--- src/rtl/access_order_pkg.sv ---
package access_order_pkg;

    typedef enum logic [1:0] {
        ST_IDLE    = 2'd0,
        ST_WR_LATE = 2'd1,
        ST_GAP     = 2'd2,
        ST_RD_LATE = 2'd3
    } order_state_t;

endpackage

--- src/rtl/aop_region_decode.sv ---
module aop_region_decode #(
    parameter int ADDR_W      = 22,
    parameter int NUM_REGIONS = 3,
    parameter logic [NUM_REGIONS*ADDR_W-1:0] REGION_BASE = '0,
    parameter logic [NUM_REGIONS*ADDR_W-1:0] REGION_MASK = '0
) (
    input  logic [ADDR_W-1:0]      addr,
    output logic [NUM_REGIONS-1:0] hit
);

    for (genvar g = 0; g < NUM_REGIONS; g++) begin : g_win
        localparam logic [ADDR_W-1:0] BASE = REGION_BASE[g*ADDR_W +: ADDR_W];
        localparam logic [ADDR_W-1:0] MASK = REGION_MASK[g*ADDR_W +: ADDR_W];
        assign hit[g] = ((addr & ~MASK) == BASE);
    end

endmodule

--- src/rtl/aop_prot_reg.sv ---
module aop_prot_reg #(
    parameter int NUM_REGIONS = 3
) (
    input  logic                   clk,
    input  logic                   rst_n,
    input  logic                   cfg_wr,
    input  logic [NUM_REGIONS-1:0] cfg_en,
    output logic [NUM_REGIONS-1:0] en_q
);

    always_ff @(posedge clk or negedge rst_n) begin
        if (!rst_n) begin
            en_q <= '1;
        end else if (cfg_wr) begin
            en_q <= cfg_en;
        end
    end

endmodule

--- src/rtl/aop_order_fsm.sv ---
module aop_order_fsm
    import access_order_pkg::*;
#(
    parameter int ADDR_W     = 22,
    parameter int DATA_W     = 16,
    parameter int GAP_CYCLES = 2
) (
    input  logic              clk,
    input  logic              rst_n,
    input  logic              wr_valid,
    input  logic [ADDR_W-1:0] wr_addr,
    input  logic [DATA_W-1:0] wr_data,
    input  logic              rd_valid,
    input  logic [ADDR_W-1:0] rd_addr,
    input  logic              pair_prot,
    output logic              bus_valid,
    output logic              bus_we,
    output logic [ADDR_W-1:0] bus_addr,
    output logic [DATA_W-1:0] bus_wdata,
    output logic              stall
);

    localparam int CNT_W = (GAP_CYCLES < 2) ? 1 : $clog2(GAP_CYCLES + 1);
    localparam logic [CNT_W-1:0] GAP_LOAD = CNT_W'(GAP_CYCLES - 1);

    order_state_t     state_q, state_d;
    logic [CNT_W-1:0] gap_q, gap_d;
    logic             pair, same_addr;

    assign pair      = wr_valid && rd_valid;
    assign same_addr = (wr_addr == rd_addr);

    // state register
    always_ff @(posedge clk or negedge rst_n) begin
        if (!rst_n) begin
            state_q <= ST_IDLE;
            gap_q   <= '0;
        end else begin
            state_q <= state_d;
            gap_q   <= gap_d;
        end
    end

    // transitions
    always_comb begin
        state_d = state_q;
        gap_d   = gap_q;
        unique case (state_q)
            ST_IDLE: begin
                if (pair) begin
                    if (pair_prot) begin
                        state_d = ST_GAP;
                        gap_d   = GAP_LOAD;
                    end else if (same_addr) begin
                        state_d = ST_RD_LATE;
                    end else begin
                        state_d = ST_WR_LATE;
                    end
                end
            end
            ST_WR_LATE: state_d = ST_IDLE;
            ST_GAP: begin
                if (gap_q == '0) begin
                    state_d = ST_RD_LATE;
                end else begin
                    gap_d = gap_q - 1'b1;
                end
            end
            ST_RD_LATE: state_d = ST_IDLE;
            default:    state_d = ST_IDLE;
        endcase
    end

    // outputs
    always_comb begin
        bus_valid = 1'b0;
        bus_we    = 1'b0;
        bus_addr  = '0;
        bus_wdata = '0;
        stall     = 1'b0;
        unique case (state_q)
            ST_IDLE: begin
                if (pair) begin
                    stall     = 1'b1;
                    bus_valid = 1'b1;
                    if (!pair_prot && !same_addr) begin
                        bus_addr = rd_addr;
                    end else begin
                        bus_we    = 1'b1;
                        bus_addr  = wr_addr;
                        bus_wdata = wr_data;
                    end
                end else if (wr_valid) begin
                    bus_valid = 1'b1;
                    bus_we    = 1'b1;
                    bus_addr  = wr_addr;
                    bus_wdata = wr_data;
                end else if (rd_valid) begin
                    bus_valid = 1'b1;
                    bus_addr  = rd_addr;
                end
            end
            ST_WR_LATE: begin
                bus_valid = 1'b1;
                bus_we    = 1'b1;
                bus_addr  = wr_addr;
                bus_wdata = wr_data;
            end
            ST_GAP: stall = 1'b1;
            ST_RD_LATE: begin
                bus_valid = 1'b1;
                bus_addr  = rd_addr;
            end
            default: ;
        endcase
        if (!rst_n) begin
            bus_valid = 1'b0;
            stall     = 1'b0;
        end
    end

endmodule

--- src/rtl/access_order_unit.sv ---
module access_order_unit #(
    parameter int ADDR_W      = 22,
    parameter int DATA_W      = 16,
    parameter int NUM_REGIONS = 3,
    parameter int GAP_CYCLES  = 2,
    parameter logic [NUM_REGIONS*ADDR_W-1:0] REGION_BASE =
        {22'h004000, 22'h007000, 22'h000800},
    parameter logic [NUM_REGIONS*ADDR_W-1:0] REGION_MASK =
        {22'h001FFF, 22'h000FFF, 22'h0007FF}
) (
    input  logic                   clk,
    input  logic                   rst_n,
    input  logic                   wr_valid,
    input  logic [ADDR_W-1:0]      wr_addr,
    input  logic [DATA_W-1:0]      wr_data,
    input  logic                   rd_valid,
    input  logic [ADDR_W-1:0]      rd_addr,
    input  logic                   cfg_wr,
    input  logic [NUM_REGIONS-1:0] cfg_en,
    output logic                   bus_valid,
    output logic                   bus_we,
    output logic [ADDR_W-1:0]      bus_addr,
    output logic [DATA_W-1:0]      bus_wdata,
    output logic                   stall
);

    logic [NUM_REGIONS-1:0] wr_hit, rd_hit, en_q;
    logic                   pair_prot;

    aop_region_decode #(
        .ADDR_W(ADDR_W), .NUM_REGIONS(NUM_REGIONS),
        .REGION_BASE(REGION_BASE), .REGION_MASK(REGION_MASK)
    ) i_dec_wr (
        .addr(wr_addr), .hit(wr_hit)
    );

    aop_region_decode #(
        .ADDR_W(ADDR_W), .NUM_REGIONS(NUM_REGIONS),
        .REGION_BASE(REGION_BASE), .REGION_MASK(REGION_MASK)
    ) i_dec_rd (
        .addr(rd_addr), .hit(rd_hit)
    );

    aop_prot_reg #(.NUM_REGIONS(NUM_REGIONS)) i_prot (
        .clk(clk), .rst_n(rst_n), .cfg_wr(cfg_wr), .cfg_en(cfg_en), .en_q(en_q)
    );

    assign pair_prot = |((wr_hit | rd_hit) & en_q);

    aop_order_fsm #(
        .ADDR_W(ADDR_W), .DATA_W(DATA_W), .GAP_CYCLES(GAP_CYCLES)
    ) i_fsm (
        .clk(clk), .rst_n(rst_n),
        .wr_valid(wr_valid), .wr_addr(wr_addr), .wr_data(wr_data),
        .rd_valid(rd_valid), .rd_addr(rd_addr),
        .pair_prot(pair_prot),
        .bus_valid(bus_valid), .bus_we(bus_we), .bus_addr(bus_addr),
        .bus_wdata(bus_wdata), .stall(stall)
    );

endmodule

--- config.mk ---
export PLATFORM = sky130hd
export DESIGN_NAME = access_order_unit
export DESIGN_NICKNAME = d
export VERILOG_FILES = /design/src/rtl/access_order_pkg.sv /design/src/rtl/aop_region_decode.sv /design/src/rtl/aop_prot_reg.sv /design/src/rtl/aop_order_fsm.sv /design/src/rtl/access_order_unit.sv
export SDC_FILE = /design/constraint.sdc
export NUM_CORES = 1
export LEC_CHECK = 0
export ABC_CLOCK_PERIOD_IN_PS = 3300
export BUFFER_PORTS_ARGS = -buffer_cell sky130_fd_sc_hd__buf_2
export CORE_UTILIZATION = 30
export DETAILED_ROUTE_END_ITERATION = 8
export HOLD_SLACK_MARGIN = 0.08
export REMOVE_ABC_BUFFERS = 1
export SYNTH_ARGS = -nofsm -noshare
export SYNTH_HDL_FRONTEND = slang
export SYNTH_SLANG_ARGS = --single-unit
--- constraint.sdc ---
create_clock -name clk -period 3.3 [get_ports clk]
set_input_delay 0.165 -clock clk [delete_from_list [all_inputs] [get_ports clk]]
set_output_delay 0.165 -clock clk [all_outputs]
set_load 0.02 [all_outputs]
==> results.sh <==
export IMPL_n_antenna_cell=0
export IMPL_synth_edf_count=0
export IMPL_yosysUniqueCellTypes=41
export IMPL_synthToLayoutAreaGrowth_pct=38.43
export IMPL_startpoint_type="flop"
export IMPL_ctsLongestPathBuffers=2
export IMPL_crit_fanout=19
export IMPL_synth_flop_cell="dfrtp_1"
export IMPL_fin_cells=405
export IMPL_io_buffer_count=108
export IMPL_finalCritPeriodShare_pct=77.30
export IMPL_final_antenna_net_count=0
export IMPL_dp_hpwl_um=4421
export IMPL_async_flop_share_pct=100.0
export IMPL_hold_class="input pin to flop"
export IMPL_wl_per_cell_um=14.19
export IMPL_grt_start_max_net_pins=23
export IMPL_crit_start="i_fsm.state_q[0]$_DFFE_PN0P_"
export IMPL_final_layout_size_suffix_gt1_share_pct=39.64
export IMPL_drc=0
export IMPL_coreArea_sq_um=5540
export IMPL_routed_wl_um=5747
export IMPL_die_w_um=78.06
export IMPL_cts_inserted_buffers=3
export IMPL_ys_warn_count=0
export IMPL_dp_cells=400
export IMPL_grt_pass1_wl_um=9425
export IMPL_cts_sinks=7
export IMPL_drv_cap=0
export IMPL_die_area_sq_um=6093
export IMPL_drt_iter0_markers=146
export IMPL_antenna_found_initial=0
export IMPL_via_per_inst=5.301
export IMPL_cp_arrival_ps=2390
export IMPL_end_kind="output port"
export IMPL_ff2ff_setup_slack_ps=1550
export IMPL_rsz0062_at_grt="false"
export IMPL_relSlewSlack_pct=62.12
export IMPL_cts_htree_levels=1
export IMPL_path_class="flop to output port"
export IMPL_first_pass_iters=5
export IMPL_cts_root_buf="clkbuf_8"
export IMPL_fin_crit_ps=2551
export IMPL_rows=27
export IMPL_yosysSeqAreaShare_pct=10.31
export IMPL_synth_area_sq_um=1735
export IMPL_place_ws_ps=755.9
export IMPL_synthCells=227
export IMPL_hp_start="cfg_en[2]"
export IMPL_slew_violations=0
export IMPL_start_util_pct=31.32
export IMPL_avgSynthCellArea_sq_um=7.645
export IMPL_yosys_top_cells_area="a21boi_0 (13%), xnor2_1 (9.1%), a22oi_1 (8.7%), mux2i_1 (8.7%), and2_1 (6.5%)"
export IMPL_gp_congestion=0.8624
export IMPL_tightest_slew_ps=568.3
export IMPL_cts_tree="yes"
export IMPL_grt_pass1_vias=2002
export IMPL_die_y_um=78.06
export IMPL_finalHoldViolCount=0
export IMPL_p_leak_nw=1.210
export IMPL_clk_latency_ps=220
export IMPL_tns_ps=0
export IMPL_clk_pin_slew_worst_paths_ps=40
export IMPL_skew_ps=2.244
export IMPL_via_count=2147
export IMPL_synth_top_cell_by_area="a21boi_0"
export IMPL_power_density_nw_per_um2=243.2
export IMPL_fin_ws_ps=748.9
export IMPL_status="completed"
export IMPL_ios=109
export IMPL_irDropWorstVdd_v=0.0001116
export IMPL_post_cts_buffers=0
export IMPL_cp_required_ps=3130
export IMPL_r2r_start="i_prot.en_q[0]$_DFFE_PN1P_"
export IMPL_ys_seq_elements=7
export IMPL_grtUsageTotal_pct=18.99
export IMPL_grt_overflow_total=0
export IMPL_synth_top_area_share_pct=12.98
export IMPL_max_freq_mhz=392.0
export IMPL_fin_nets=403
export IMPL_setup_viol=0
export IMPL_fin_util_pct=43.36
==> routing by layer <==
metal	vias to the layer above	global-route usage [%]	routed length (um)
li1	1068	-	-
met1	983	24.89	2545
met2	92	31.84	2720
met3	4	3.488	435
met4	0	4.815	46
met5	-	0	0
==> cells in the mapped netlist (all sizes together) (2+ instances only) <==
| cell type | n |
|---|---|
| a21boi | 30 |
| a22oi | 20 |
| and2 | 18 |
| nand2 | 18 |
| xnor2 | 18 |
| mux2i | 15 |
| a21oi | 13 |
| nor2 | 9 |
| clkbuf | 8 |
| buf | 7 |
| nand4 | 7 |
| o21ai | 7 |
| a21o | 5 |
| a311o | 5 |
| mux2 | 5 |
| nor2b | 5 |
| dfrtp | 4 |
| nor4 | 4 |
| xor2 | 4 |
| a31oi | 3 |
| dfstp | 3 |
| inv | 3 |
| o31ai | 3 |
| nand3 | 2 |
| nor3b | 2 |
| or4 | 2 |
==> per-stage QoR <==
stage	cell area, sq um	hold slack [ps]	power (mW)
after CTS	2402	169.3	0.5902
after global routing	2402	176.9	0.6310
after floorplan	1657	-130.6	0.3149
final	2402	175.0	0.5843
after detailed placement	2347	25.22	0.4657
after global placement	2347	25.14	0.4621
==> path summary, 6_finish.rpt <==
kind                                                end  cells past startpoint
max                                        bus_addr[11]                      7
min                          i_prot.en_q[2]$_DFFE_PN1P_                      2
max reg2reg                i_fsm.state_q[1]$_DFFE_PN0P_                      7
min reg2reg                  i_fsm.gap_q[0]$_DFFE_PN0P_                      1
max in group asynchronous    i_prot.en_q[1]$_DFFE_PN1P_                      2
min in group asynchronous    i_fsm.gap_q[0]$_DFFE_PN0P_                      2
==> final cells by class <==
| type | count | area (sq um) |
|---|---|---|
| fillers | 561 | 3138 |
| multi-input cells | 202 | 1466 |
| repair buffers | 117 | 610.6 |
| flip-flops and latches | 7 | 178.9 |
| well taps | 72 | 90.09 |
| clock buffers | 4 | 45.04 |
| inverters | 3 | 11.26 |
==> kinds of logic after synthesis <==
| logic type | count (synthesis) | synth area share (%) |
|---|---|---|
| AOI/OAI and AO/OA | 91 | 38.21 |
| and+or+nand+nor | 68 | 22.57 |
| adders and majority gates | 1 | 0.7209 |
| muxes | 20 | 11.90 |
| DFF | 7 | 10.31 |
| buffers and inverters | 18 | 5.191 |
| xor gates and xnor gates | 22 | 11.10 |
==> layout by cell type, fill, tap and decap left out, drive strengths merged <==
master / instances
a222oi: 1
nand2b: 1
clkbuf: 4
a311o: 5
buf: 116
or4: 2
dfrtp: 4
o31a: 1
a31oi: 3
dlygate4sd3: 1
a21oi: 13
dfstp: 3
a21boi: 30
o21a: 1
o21bai: 1
mux2i: 15
and2: 18
nand2: 18
a32o: 1
a22oi: 20
nor2b: 5
xnor2: 18
o31ai: 3
o21ai: 7
a21o: 5
nand3: 2
inv: 3
nor2: 9
ha: 1
mux2: 5
nand4: 7
nor4: 4
nor3b: 2
xor2: 4
==> sequential cells by signal, indices dropped and copies added (netlist names) <==
name and flops:
i_fsm.gap_q 2, i_prot.en_q 3, i_fsm.state_q 2
==> where the power goes <==
group          switching, mW  internal (mW)
clock network         0.0353         0.0834
logic                  0.207          0.156
registers            0.00821         0.0947
total                  0.250          0.334
==> worst max-delay path, cell delays in order, from the launching register on <==
cell	delay, ps
dfrtp_1	680
nor3b_1	110
buf_4	180
mux2_2	420
a22oi_1	270
a21boi_0	210
mux2i_1	110
buf_2	170
==> repair_timing <==
| item | 4_1_cts | 5_1_grt |
|---|---|---|
| hold endpoints to repair | 7 | 0 |
| gates resized for setup | 0 | 0 |
| hold buffers | 1 | 0 |
| setup endpoints to repair | 0 | 0 |
Note: power is estimated with default switching activity, not from simulation.
